**src/rtl/dma_fb_pkg.sv**
```systemverilog
package dma_fb_pkg;

    typedef enum logic [2:0] {
        ST_IDLE,
        ST_HOLD,
        ST_ADDR,
        ST_XFER,
        ST_DONE
    } seq_state_e;

    // internal command set, active high
    typedef struct packed {
        logic mem_rd;
        logic mem_wr;
        logic io_rd;
        logic io_wr;
    } cmd_t;

    localparam int DEF_BASE_CLKS = 2;
    localparam int DEF_WAIT_CLKS = 2;
    localparam int REFRESH_CH    = 0;

    function automatic cmd_t cmd_for(input logic mem_to_io, input logic active);
        cmd_t c;
        c.mem_rd = active &  mem_to_io;
        c.io_wr  = active &  mem_to_io;
        c.io_rd  = active & ~mem_to_io;
        c.mem_wr = active & ~mem_to_io;
        return c;
    endfunction

endpackage

```
**src/rtl/dma_fb_arb.sv**
```systemverilog
module dma_fb_arb #(
    parameter int NCH = 4,
    localparam int CW = (NCH > 1) ? $clog2(NCH) : 1
) (
    input  logic           clk,
    input  logic           rst,
    input  logic [NCH-1:0] req,
    input  logic [NCH-1:0] dir,
    input  logic           load,
    output logic           any_req,
    output logic [CW-1:0]  grant_idx,
    output logic [NCH-1:0] grant_vec,
    output logic           grant_dir
);
    logic [CW-1:0]  pick_idx;
    logic [NCH-1:0] pick_vec;

    // lowest index wins
    always_comb begin
        pick_idx = '0;
        pick_vec = '0;
        for (int i = NCH - 1; i >= 0; i--) begin
            if (req[i]) begin
                pick_idx = CW'(i);
                pick_vec = NCH'(1) << i;
            end
        end
    end

    assign any_req = |req;

    always_ff @(posedge clk) begin
        if (rst) begin
            grant_idx <= '0;
            grant_vec <= '0;
            grant_dir <= 1'b0;
        end else if (load) begin
            grant_idx <= pick_idx;
            grant_vec <= pick_vec;
            grant_dir <= dir[pick_idx];
        end
    end

endmodule

```
**src/rtl/dma_fb_timer.sv**
```systemverilog
module dma_fb_timer #(
    parameter int BASE_CLKS = 2,
    parameter int WAIT_CLKS = 2,
    localparam int CNTW = $clog2(BASE_CLKS + WAIT_CLKS + 1)
) (
    input  logic clk,
    input  logic rst,
    input  logic run,
    input  logic refresh,
    input  logic rdy,
    output logic last
);
    localparam logic [CNTW-1:0] SHORT_END = CNTW'(BASE_CLKS - 1);
    localparam logic [CNTW-1:0] LONG_END  = CNTW'(BASE_CLKS + WAIT_CLKS - 1);
    localparam logic [CNTW-1:0] WAIT_FROM = CNTW'(BASE_CLKS);

    logic [CNTW-1:0] cnt;
    logic [CNTW-1:0] end_cnt;
    logic            in_wait;
    logic            adv;

    assign end_cnt = refresh ? SHORT_END : LONG_END;
    assign in_wait = (cnt >= WAIT_FROM);
    assign adv     = ~in_wait | rdy;
    assign last    = run & adv & (cnt == end_cnt);

    always_ff @(posedge clk) begin
        if (rst || !run) begin
            cnt <= '0;
        end else if (adv && !last) begin
            cnt <= cnt + 1'b1;
        end
    end

endmodule

```
**src/rtl/dma_fb_outdec.sv**
```systemverilog
module dma_fb_outdec
    import dma_fb_pkg::*;
#(
    parameter int NCH = 4,
    parameter int AW  = 16
) (
    input  seq_state_e     state,
    input  logic [NCH-1:0] grant_vec,
    input  logic           grant_dir,
    input  logic [AW-1:0]  xfer_addr,
    output logic           hold_req,
    output logic [NCH-1:0] ack_n,
    output logic           adr_stb,
    output logic           dbus_oe,
    output logic [7:0]     dbus_out,
    output logic           addr_oe,
    output logic [AW-9:0]  addr_lo,
    output logic           mem_rd_n,
    output logic           mem_wr_n,
    output logic           io_rd_n,
    output logic           io_wr_n
);
    logic in_addr;
    logic in_xfer;
    cmd_t cmd;

    assign in_addr  = (state == ST_ADDR);
    assign in_xfer  = (state == ST_XFER);
    assign hold_req = (state != ST_IDLE);

    assign adr_stb  = in_addr;
    assign dbus_oe  = in_addr;
    assign dbus_out = in_addr ? xfer_addr[AW-1:AW-8] : 8'h00;
    assign addr_oe  = in_addr | in_xfer;
    assign addr_lo  = (in_addr | in_xfer) ? xfer_addr[AW-9:0] : '0;

    assign ack_n    = in_xfer ? ~grant_vec : '1;

    assign cmd      = cmd_for(grant_dir, in_xfer);
    assign mem_rd_n = ~cmd.mem_rd;
    assign mem_wr_n = ~cmd.mem_wr;
    assign io_rd_n  = ~cmd.io_rd;
    assign io_wr_n  = ~cmd.io_wr;

endmodule

```
**src/rtl/dma_fb_seq.sv**
```systemverilog
module dma_fb_seq
    import dma_fb_pkg::*;
#(
    parameter int NCH       = 4,
    parameter int AW        = 16,
    parameter int BASE_CLKS = DEF_BASE_CLKS,
    parameter int WAIT_CLKS = DEF_WAIT_CLKS
) (
    input  logic           clk,
    input  logic           rst,
    input  logic [NCH-1:0] req,
    input  logic [NCH-1:0] dir,
    input  logic           hold_ack,
    input  logic           rdy,
    input  logic [AW-1:0]  xfer_addr,
    output logic           hold_req,
    output logic [NCH-1:0] ack_n,
    output logic           adr_stb,
    output logic           dbus_oe,
    output logic [7:0]     dbus_out,
    output logic           addr_oe,
    output logic [AW-9:0]  addr_lo,
    output logic           mem_rd_n,
    output logic           mem_wr_n,
    output logic           io_rd_n,
    output logic           io_wr_n
);
    localparam int CW = (NCH > 1) ? $clog2(NCH) : 1;

    seq_state_e     state, state_nx;
    logic           any_req;
    logic           load;
    logic [CW-1:0]  grant_idx;
    logic [NCH-1:0] grant_vec;
    logic           grant_dir;
    logic           refresh;
    logic           last;

    assign load    = (state == ST_IDLE) & any_req;
    assign refresh = (grant_idx == CW'(REFRESH_CH));

    dma_fb_arb #(.NCH(NCH)) u_arb (
        .clk       (clk),
        .rst       (rst),
        .req       (req),
        .dir       (dir),
        .load      (load),
        .any_req   (any_req),
        .grant_idx (grant_idx),
        .grant_vec (grant_vec),
        .grant_dir (grant_dir)
    );

    dma_fb_timer #(.BASE_CLKS(BASE_CLKS), .WAIT_CLKS(WAIT_CLKS)) u_tmr (
        .clk     (clk),
        .rst     (rst),
        .run     (state == ST_XFER),
        .refresh (refresh),
        .rdy     (rdy),
        .last    (last)
    );

    always_comb begin
        state_nx = state;
        unique case (state)
            ST_IDLE: if (any_req)         state_nx = ST_HOLD;
            ST_HOLD: if (hold_ack)        state_nx = ST_ADDR;
            ST_ADDR:                      state_nx = ST_XFER;
            ST_XFER: if (last)            state_nx = ST_DONE;
            ST_DONE: if (!req[grant_idx]) state_nx = ST_IDLE;
            default:                      state_nx = ST_IDLE;
        endcase
    end

    always_ff @(posedge clk) begin
        if (rst) state <= ST_IDLE;
        else     state <= state_nx;
    end

    dma_fb_outdec #(.NCH(NCH), .AW(AW)) u_dec (
        .state     (state),
        .grant_vec (grant_vec),
        .grant_dir (grant_dir),
        .xfer_addr (xfer_addr),
        .hold_req  (hold_req),
        .ack_n     (ack_n),
        .adr_stb   (adr_stb),
        .dbus_oe   (dbus_oe),
        .dbus_out  (dbus_out),
        .addr_oe   (addr_oe),
        .addr_lo   (addr_lo),
        .mem_rd_n  (mem_rd_n),
        .mem_wr_n  (mem_wr_n),
        .io_rd_n   (io_rd_n),
        .io_wr_n   (io_wr_n)
    );

endmodule

```
**config.mk**
```make
export PLATFORM = sky130hd
export DESIGN_NAME = dma_fb_seq
export DESIGN_NICKNAME = d
export VERILOG_FILES = /design/src/rtl/dma_fb_pkg.sv /design/src/rtl/dma_fb_arb.sv /design/src/rtl/dma_fb_timer.sv /design/src/rtl/dma_fb_outdec.sv /design/src/rtl/dma_fb_seq.sv
export SDC_FILE = /design/constraint.sdc
export NUM_CORES = 1
export LEC_CHECK = 0
export ABC_CLOCK_PERIOD_IN_PS = 3700
export BUFFER_PORTS_ARGS = -buffer_cell sky130_fd_sc_hd__buf_2
export CORE_MARGIN = 1.5
export CORE_UTILIZATION = 45
export CTS_CLUSTER_SIZE = 25
export DETAILED_ROUTE_END_ITERATION = 10
export PLACE_DENSITY_LB_ADDON = 0.1
export SLEW_MARGIN = 20
export SYNTH_ARGS = -nofsm -noshare
export SYNTH_HDL_FRONTEND = slang
export SYNTH_SLANG_ARGS = --single-unit
```
**constraint.sdc**
```tcl
create_clock -name clk -period 3.7 [get_ports clk]
set_input_delay 1.11 -clock clk [delete_from_list [all_inputs] [get_ports clk]]
set_output_delay 1.11 -clock clk [all_outputs]
set_load 0.02 [all_outputs]
```
* Word level (Yosys, flattened, before mapping)
Index checks and enable logic that the tools add are counted.
** Storage, ports and cells
- Register bits :: 13
- Output and inout port bits :: 28
- Logic and storage cells :: 60
** Operators by class
- Add/sub/neg operators :: 1
- Order comparisons :: 3
- Equality and inequality tests :: 9
- Multiplexer cells :: 21
- Bitwise operators :: 12
- Reduce and logical (&&, ||, !) cells :: 9
** Operators by type and width (count)
- $mux 4 :: 5
- $mux 8 :: 2
- $pmux 3 s5 :: 1
- $mux 3 :: 4
- $mux 2 :: 5
- $ne 2x2->1 const B :: 4
- $eq 3x2->1 const B :: 2
- $lt 2x3->1 const B :: 2
- $and 1x1->1 :: 5
- $bmux 1 s2 :: 2
- $not 1->1 :: 4
- $not 4->4 :: 1
- $reduce_and 4->1 :: 1
- $reduce_or 4->1 :: 1
- $add 3x1->3 const B :: 1
- $eq 3x1->1 const B :: 1
- $eq 3x3->1 :: 1
- $eq 3x3->1 const B :: 1
- $ge 3x2->1 const B :: 1
- $logic_not 3->1 :: 1
- $reduce_bool 3->1 :: 1
- $logic_not 1->1 :: 2
- $logic_not 2->1 :: 1
- $mux 1 :: 2
- other kinds (3) :: 4

* Longest topological paths before layout
Gate-level depths: netlist of run 1.
- Depth in word-level cells :: 7
- Mapped depth :: 6
- Gate-level depth less buffers :: 5

* Hierarchy
A second synthesis of run 1 with hierarchy kept.
** Unflattened totals
- Cells, all modules :: 115
- Area total of the unflattened synthesis :: 1042.2 um2
** Modules (own cells, without submodules)
- dma_fb_arb :: times used 1, cells an instance 38, area an instance 340.3 um2
- dma_fb_outdec :: times used 1, cells an instance 33, area an instance 290.3 um2
- dma_fb_timer :: times used 1, cells an instance 25, area an instance 222.7 um2
- dma_fb_seq :: times used 1, cells an instance 19, area an instance 188.9 um2

* Worst setup path before layout of run 1
OpenSTA, ideal clock, no wires.
- Path type :: register to output
- Start point :: register state[2]
- End point :: output port dbus_out[0]
- Arrival time :: 1.452 ns
- Data required time :: 2.590 ns
- Slack :: 1.138 ns
- Stages on the path, launching flop included :: 5
- Path buffers :: 1
- Path through :: dfxtp_1 clkbuf_1 nand2b_1 nor2_1 and2_1
** On the way
- Longest elaborated chain between the ends :: 2
** Ends and longest elaborated chain
- start: declaration :: RTL line dma_fb_seq.sv:30 : seq_state_e state, state_nx;
- start signal: assignment :: RTL line dma_fb_seq.sv:77 : else state <= state_nx;
- $eq 3x2->1 :: RTL line dma_fb_outdec.sv:27 : assign in_addr = (state == ST_ADDR);
- via adr_stb :: RTL line dma_fb_seq.sv:18 : output logic adr_stb,
- $mux 8 :: RTL line dma_fb_outdec.sv:33 : assign dbus_out = in_addr ? xfer_addr[AW-1:AW-8] : 8'h00;
- end: declaration :: RTL line dma_fb_seq.sv:20 : output logic [7:0] dbus_out,
The timed path passes the listed nets, and every way through them passes these cells.

* Worst setup path in the final report of run 1
- Start point :: register state[2]
- End point :: output port dbus_out[6]
** On the way
- Longest elaborated chain between the ends :: 2
** Ends and longest elaborated chain (RTL line)
- $eq 3x2->1 :: dma_fb_outdec.sv:27
- $mux 8 :: dma_fb_outdec.sv:33
No other way between the ends.

==> impl_metrics.yaml, run 1 <==
setup_path:
  reg2reg_to: "u_tmr.cnt[1]"
  crit_start: "state[2]"
  cp-start-kind: "register"
  reg2regPathDepth: 4
  crit-reg2reg-launch: "u_tmr.cnt[1]"
  worst_ep_required_time_ns: 2.59
  critical_path.endpoint: "dbus_out[6]"
  critical_path_peak_fanout: 10
  setup_slack_of_the_worst_register_to_register_path_ns: 2.11
  crit_path_end_kind: "output pin"
  worstSetupPathType: "register to output pin"
  critical_path_arrival_ns: 1.58
sta:
  grt_setup_unrepaired: "no"
  fin_crit_sh_pct: 72.83
  period_minus_slack_ns: 2.695
  hold_slack_ns: 0.4860
  worst_slew_margin_rel_pct: 65.55
  drv_slew: 0
  fmaxAchievable_mhz: 371.1
  finalSetupViolations: 0
  worst_slew_pin_slew_ns: 0.5139
  fin_skew_ns: 0.01077
  final_number_of_hold_violating_endpoints: 0
  setup-tns-final_ns: 0
  postLayoutSetupSlackWorst_ns: 1.005
synthesis:
  synthesis.instances: 118
  synth_seq_cells: 13
  synth.top_cell.area_share_pct: 29.71
  synth_area_leader_cell: "sky130_fd_sc_hd__dfxtp_1"
  ys.warnings.count: 0
  synth_area_per_cell_sq_um: 7.422
  seq_area_frac_synth_pct: 29.71
  postSynth.asyncResetShare_pct: 0
  ys_top_cells_by_area: "sky130_fd_sc_hd__dfxtp_1 30%, sky130_fd_sc_hd__and2_1 11%, sky130_fd_sc_hd__a21oi_1 5.7%, sky130_fd_sc_hd__nor2_1 5.1%, sky130_fd_sc_hd__nand2_1 4.7%"
  postSynth.topFlopCell: "sky130_fd_sc_hd__dfxtp_1"
  syn-cell-area_sq_um: 875.8
  synth-edff-count: 0
  synth_commonest_cells: "16 x sky130_fd_sc_hd__and2_1, 13 x sky130_fd_sc_hd__dfxtp_1, 12 x sky130_fd_sc_hd__nor2_1, 11 x sky130_fd_sc_hd__nand2_1, 10 x sky130_fd_sc_hd__a21oi_1"
  synth_cell_types: 35
  synth_nets: 147
  yosysMostFrequentCell: "sky130_fd_sc_hd__and2_1"
clock_tree:
  cts_inserted_buffers: 3
  post_cts.repair.setup_buffers: 0
  clock-sinks: 13
  worst_skew_pair.late_latency_ns: 0.29
  cts-root-to-sink-buffers: 2
  cts.htree.levels: 1
  hold_fix_buffer_count_after_cts: 0
  ctsRootBufferMaster: "sky130_fd_sc_hd__clkbuf_4"
  clkSlewWorstSetupHoldPaths_ns: 0.08
  cts_tree: "yes"
  post_cts_sizing_count: 0
global_routing:
  grt_first_pass_wirelength_mm: 3.387
  track_usage_pct: 21.46
  grt_max_degree: 12
  grt-ovfl-total: 0
  via_count_of_the_first_global_routing_pass: 799
  antenna_found_initial: 0
cells_and_area:
  insertedDiodeCount: 0
  synthToLayoutAreaGrowth_pct: 33.43
  layoutNonFillerInstCount: 194
  fin_nets: 199
  drive_gt1_share_pct: 39.05
floorplanning:
  die_width_microns: 47.12
  boundaryPins: 56
  floorplan.core_area_sq_mm: 0.001783
  die_h_microns: 47.12
  floorplan.initialDensity_pct: 49.12
  fp-row-count: 15
  die_area_sq_mm: 0.002220
placement:
  port-buffer-count: 55
  cell_total_after_placement: 190
  finalWeightedCongestion: 0.7528
  detailedPlace.worstSlack_ns: 1.099
  detailed_place_hpwl_mm: 1.873
pwr:
  total_power_mw: 0.3743
  pwr_density_cell_mw_per_mm2: 320.3
  power.static_leakage_nw: 0.5588
  irDropWorstVdd_mv: 0.2574
min_path:
  timing.hold.worst.class: "register to register"
detailed_routing:
  firstDrtPassIters: 4
  post-route-drc-count: 0
  detailedRoute.firstIterationViolations: 9
  wirelength_mm: 2.329
  via_count: 1008
  route.antenna.remaining_nets: 0
  wl_per_cell_microns: 12.01
  vias_per_cell: 5.196
status:
  status: "finished clean"
run:
  drv.max_cap_violation_count: 0
[power breakdown]
group          total [mW]  switching (mW)  internal, mW
combinational       0.122          0.0719        0.0500
clock              0.0919          0.0517        0.0402
sequential          0.160          0.0108         0.150
total               0.374           0.134         0.240
[registers in the layout, indices dropped and copies added, names as in the netlist]
register	count
u_arb.grant_dir	1
u_arb.grant_vec	4
state	3
u_arb.grant_idx	2
u_tmr.cnt	3
[cell families (layout without fill, tap and decap cells)]
family,Yosys count,count (layout),synth area share [%]
mux,1,1,2.571
flops,13,13,29.71
fa+ha+maj,1,1,1.428
compound gates,29,29,22.00
buf+inv,11,62,6.000
simple gates,63,63,38.29
[cell usage in the layout, fill, tap and decap left out, types with 2 or more instances in the layout]
| cell type | instances |
|---|---|
| sky130_fd_sc_hd__a21bo_1 | 2 |
| sky130_fd_sc_hd__a21oi_1 | 10 |
| sky130_fd_sc_hd__a311oi_1 | 2 |
| sky130_fd_sc_hd__and2_1 | 16 |
| sky130_fd_sc_hd__buf_2 | 55 |
| sky130_fd_sc_hd__clkbuf_4 | 3 |
| sky130_fd_sc_hd__dfxtp_1 | 13 |
| sky130_fd_sc_hd__inv_2 | 2 |
| sky130_fd_sc_hd__nand2_1 | 11 |
| sky130_fd_sc_hd__nand2b_1 | 2 |
| sky130_fd_sc_hd__nand3_1 | 4 |
| sky130_fd_sc_hd__nor2_1 | 12 |
| sky130_fd_sc_hd__nor2b_1 | 2 |
| sky130_fd_sc_hd__nor3_1 | 6 |
| sky130_fd_sc_hd__o211ai_1 | 2 |
| sky130_fd_sc_hd__o21ai_1 | 4 |
| sky130_fd_sc_hd__or3_1 | 4 |
[critical path, stage by stage, from the launching register on]
cell	delay [ns]
sky130_fd_sc_hd__dfxtp_1	0.39
sky130_fd_sc_hd__nand2b_1	0.22
sky130_fd_sc_hd__nor2_1	0.34
sky130_fd_sc_hd__and2_1	0.19
sky130_fd_sc_hd__buf_2	0.16
[layer usage]
metal  global-route usage [%]  up-vias  share of wire, %
met2                    36.99       37                52
met3                    4.615        5               5.2
met5                        0        -                 0
met4                    6.667        0              0.99
li1                         -      515                 -
met1                    26.70      451                42
[through the flow]
stage | area (sq um) | utilization (%)
5_1_grt | 1169 | 65.54
2_1_floorplan | 875.8 | -
3_5_place_dp | 1141 | 64.00
4_1_cts | 1169 | 65.54
6_report | 1169 | 65.54
3_3_place_gp | 1141 | 64.00
[worst min-delay path by stage]
stage	start	end	slack (ns)	depth (start not counted)
after floorplan	u_arb.grant_vec[0]	u_arb.grant_vec[0]	0.45	2
after global placement	u_arb.grant_vec[2]	u_arb.grant_vec[2]	0.47	2
after detailed placement	u_arb.grant_vec[2]	u_arb.grant_vec[2]	0.47	2
after CTS	u_arb.grant_vec[2]	u_arb.grant_vec[2]	0.49	2
after global routing	u_arb.grant_vec[2]	u_arb.grant_vec[2]	0.50	2
final	u_arb.grant_vec[2]	u_arb.grant_vec[2]	0.49	2
[area by class of cell]
| cell class | count | area [sq um] |
|---|---|---|
| fill | 181 | 614.3 |
| multi-input combinational | 94 | 563.0 |
| timing repair buffer | 55 | 275.3 |
| sequential | 13 | 260.3 |
| tap | 25 | 31.28 |
| clock buffer | 3 | 22.52 |
| inverter | 3 | 11.26 |
| clock inverter | 1 | 5.005 |
(Power assumes the default switching activity.)
==> run 2: changes to the inputs <==
ABC_AREA = 1   (was unset)
ABC_CLOCK_PERIOD_IN_PS = 2300   (was 3700)
CORE_UTILIZATION = 39   (was 45)
clock period = 2.3 ns   (was 3.7 ns; I/O delays follow)
==> impl_metrics.yaml, run 2 <==
sta:
  setup-tns-final_ns: 0
  drv_slew: 0
  period_minus_slack_ns: 1.971
  worst_slew_margin_rel_pct: 79.15
  worst_slew_pin_slew_ns: 0.3104
  finalSetupViolations: 0
  fin_crit_sh_pct: 85.71
  fmaxAchievable_mhz: 507.3
  grt_setup_unrepaired: "no"
  fin_skew_ns: 0.005219
  final_number_of_hold_violating_endpoints: 0
global_routing:
  grt-ovfl-total: 0
  via_count_of_the_first_global_routing_pass: 885
  track_usage_pct: 16.07
  antenna_found_initial: 0
  grt_max_degree: 11
  grt_first_pass_wirelength_mm: 3.360
setup_path:
  worst_ep_required_time_ns: 1.61
  crit_path_end_kind: "output pin"
  critical_path_arrival_ns: 1.28
  worstSetupPathType: "register to output pin"
  critical_path_peak_fanout: 10
  cp-start-kind: "register"
cells_and_area:
  max_flop_register: "u_arb.grant_vec"
  insertedDiodeCount: 0
  filler_cell_count: 229
  fin_nets: 244
  multi_input_comb_area_sq_um: 514.2
  layout_common_cells: "55 x sky130_fd_sc_hd__buf_2, 38 x sky130_fd_sc_hd__inv_1, 31 x sky130_fd_sc_hd__nand2_1, 23 x sky130_fd_sc_hd__nor2_1, 15 x sky130_fd_sc_hd__nand3_1"
  mostFrequentLayoutCell: "sky130_fd_sc_hd__buf_2"
  synthToLayoutAreaGrowth_pct: 32.50
  regArea_sq_um: 260.3
  fin_util_pct: 56.10
  largest_reg_flops: 4
  biggestRegsByFlops: "u_arb.grant_vec x4, state x3, u_tmr.cnt x3"
  drive_gt1_share_pct: 33.64
floorplanning:
  die_area_sq_mm: 0.002754
  fp-row-count: 17
  die_h_microns: 52.48
  boundaryPins: 56
  floorplan.initialDensity_pct: 42.34
  floorplan.core_area_sq_mm: 0.002255
  die_width_microns: 52.48
clock_tree:
  cts.htree.levels: 1
  cts-root-to-sink-buffers: 2
  post_cts.repair.setup_buffers: 0
  worst_skew_pair.late_latency_ns: 0.27
  hold_fix_buffer_count_after_cts: 0
  ctsRootBufferMaster: "sky130_fd_sc_hd__clkbuf_4"
  cts_tree: "yes"
  clock-sinks: 13
  clkSlewWorstSetupHoldPaths_ns: 0.07
  post_cts_sizing_count: 0
  cts_inserted_buffers: 3
synthesis:
  synth_area_leader_cell: "sky130_fd_sc_hd__dfxtp_1"
  syn-cell-area_sq_um: 954.7
  ys.warnings.count: 0
  synth_commonest_cells: "38 x sky130_fd_sc_hd__inv_1, 31 x sky130_fd_sc_hd__nand2_1, 23 x sky130_fd_sc_hd__nor2_1, 15 x sky130_fd_sc_hd__nand3_1, 13 x sky130_fd_sc_hd__dfxtp_1"
  synth_area_per_cell_sq_um: 6.004
  synth_seq_cells: 13
  postSynth.topFlopCell: "sky130_fd_sc_hd__dfxtp_1"
  synth-edff-count: 0
  yosysMostFrequentCell: "sky130_fd_sc_hd__inv_1"
  seq_area_frac_synth_pct: 27.26
  synthesis.instances: 159
  synth_cell_types: 23
  ys_top_cells_by_area: "sky130_fd_sc_hd__dfxtp_1 27%, sky130_fd_sc_hd__inv_1 15%, sky130_fd_sc_hd__nand2_1 12%, sky130_fd_sc_hd__nor2_1 9.0%, sky130_fd_sc_hd__nand3_1 7.9%"
  postSynth.asyncResetShare_pct: 0
  synth_nets: 188
  synth.top_cell.area_share_pct: 27.26
detailed_routing:
  firstDrtPassIters: 4
  post-route-drc-count: 0
  wirelength_mm: 2.165
  route.antenna.remaining_nets: 0
  detailedRoute.firstIterationViolations: 13
  wl_per_cell_microns: 8.946
  via_count: 1093
  vias_per_cell: 4.517
placement:
  finalWeightedCongestion: 0.8936
  port-buffer-count: 55
  detailed_place_hpwl_mm: 1.851
status:
  status: "finished clean"
pwr:
  irDropWorstVdd_mv: 0.4126
  power.static_leakage_nw: 0.7356
  pwr_density_cell_mw_per_mm2: 546.0
run:
  drv.max_cap_violation_count: 0
min_path:
  timing.hold.worst.class: "register to register"
[run 2: changes by cell type after synthesis, moves of 4 or more]
cell / before / now
sky130_fd_sc_hd__nor3_1: 6 / 2
sky130_fd_sc_hd__inv_1: 1 / 38
sky130_fd_sc_hd__clkbuf_1: 5 / 1
sky130_fd_sc_hd__and2_1: 16 / 0
sky130_fd_sc_hd__or3_1: 4 / 0
sky130_fd_sc_hd__nor2_1: 12 / 23
sky130_fd_sc_hd__nand2_1: 11 / 31
sky130_fd_sc_hd__nand3_1: 4 / 15
[run 2: kinds of logic (layout without fill, tap and decap cells)]
logic type	Yosys count	count (layout)	synth area share [%]
AO/OA/AOI/OAI	16	16	10.09
adder cells (fa/ha/maj)	1	1	1.310
buffers and inverters	45	100	18.87
flip-flops	13	13	27.26
AND/OR/NAND/NOR	84	84	42.46
[run 2: final cells by class]
| type | count | share of cell area (%) |
|---|---|---|
| Timing Repair Buffer | 55 | 21.76 |
| Inverter | 41 | 12.17 |
| Clock buffer | 4 | 2.077 |
| Tap cell | 28 | 2.770 |
| Multi-Input combinational cell | 101 | 40.65 |
| Sequential cell | 13 | 20.57 |
[run 2: critical path, cell delays in order, from the launching register on]
cell	delay [ns]
sky130_fd_sc_hd__dfxtp_1	0.37
sky130_fd_sc_hd__inv_1	0.11
sky130_fd_sc_hd__nor2_4	0.12
sky130_fd_sc_hd__nand2_2	0.12
sky130_fd_sc_hd__nor2_1	0.12
sky130_fd_sc_hd__buf_2	0.17
[run 2: metal layers]
metal | up-vias | global-route usage, % | part of all wire, %
met5 | - | 0 | 0
met4 | 0 | 6.410 | 0.79
met3 | 2 | 2.286 | 9.8
met2 | 48 | 27.92 | 44
met1 | 455 | 19.69 | 46
li1 | 588 | - | -
[run 2: power breakdown]
part           total (mW)  internal [mW]  leakage (nW)  switching, mW
Sequential          0.264          0.247         0.106         0.0167
Combinational       0.291         0.0985         0.614          0.192
Clock               0.136         0.0671        0.0150         0.0687
[run 2: final timing paths]
check | start | endpoint | slack, ns | cells after the start
min | u_arb.grant_vec[0] | u_arb.grant_vec[0] | 0.47 | 2
min reg2reg | u_arb.grant_vec[0] | u_arb.grant_vec[0] | 0.47 | 2
max reg2reg | state[0] | u_arb.grant_dir | 1.09 | 8
max | state[1] | dbus_out[7] | 0.33 | 5
[run 2: metrics by stage]
stage	std cells	hold slack (ns)	instance area (sq um)	power, mW	worst slack, ns
5_1_grt	242	0.4826	1265	0.7463	0.1953
3_5_place_dp	238	0.4548	1239	0.5616	0.5480
2_1_floorplan	159	0.4396	954.7	0.4748	0.5032
4_1_cts	242	0.4650	1265	0.6976	0.3088
3_3_place_gp	238	0.4533	1239	0.5562	0.5603
6_report	242	0.4651	1265	0.6907	0.3288
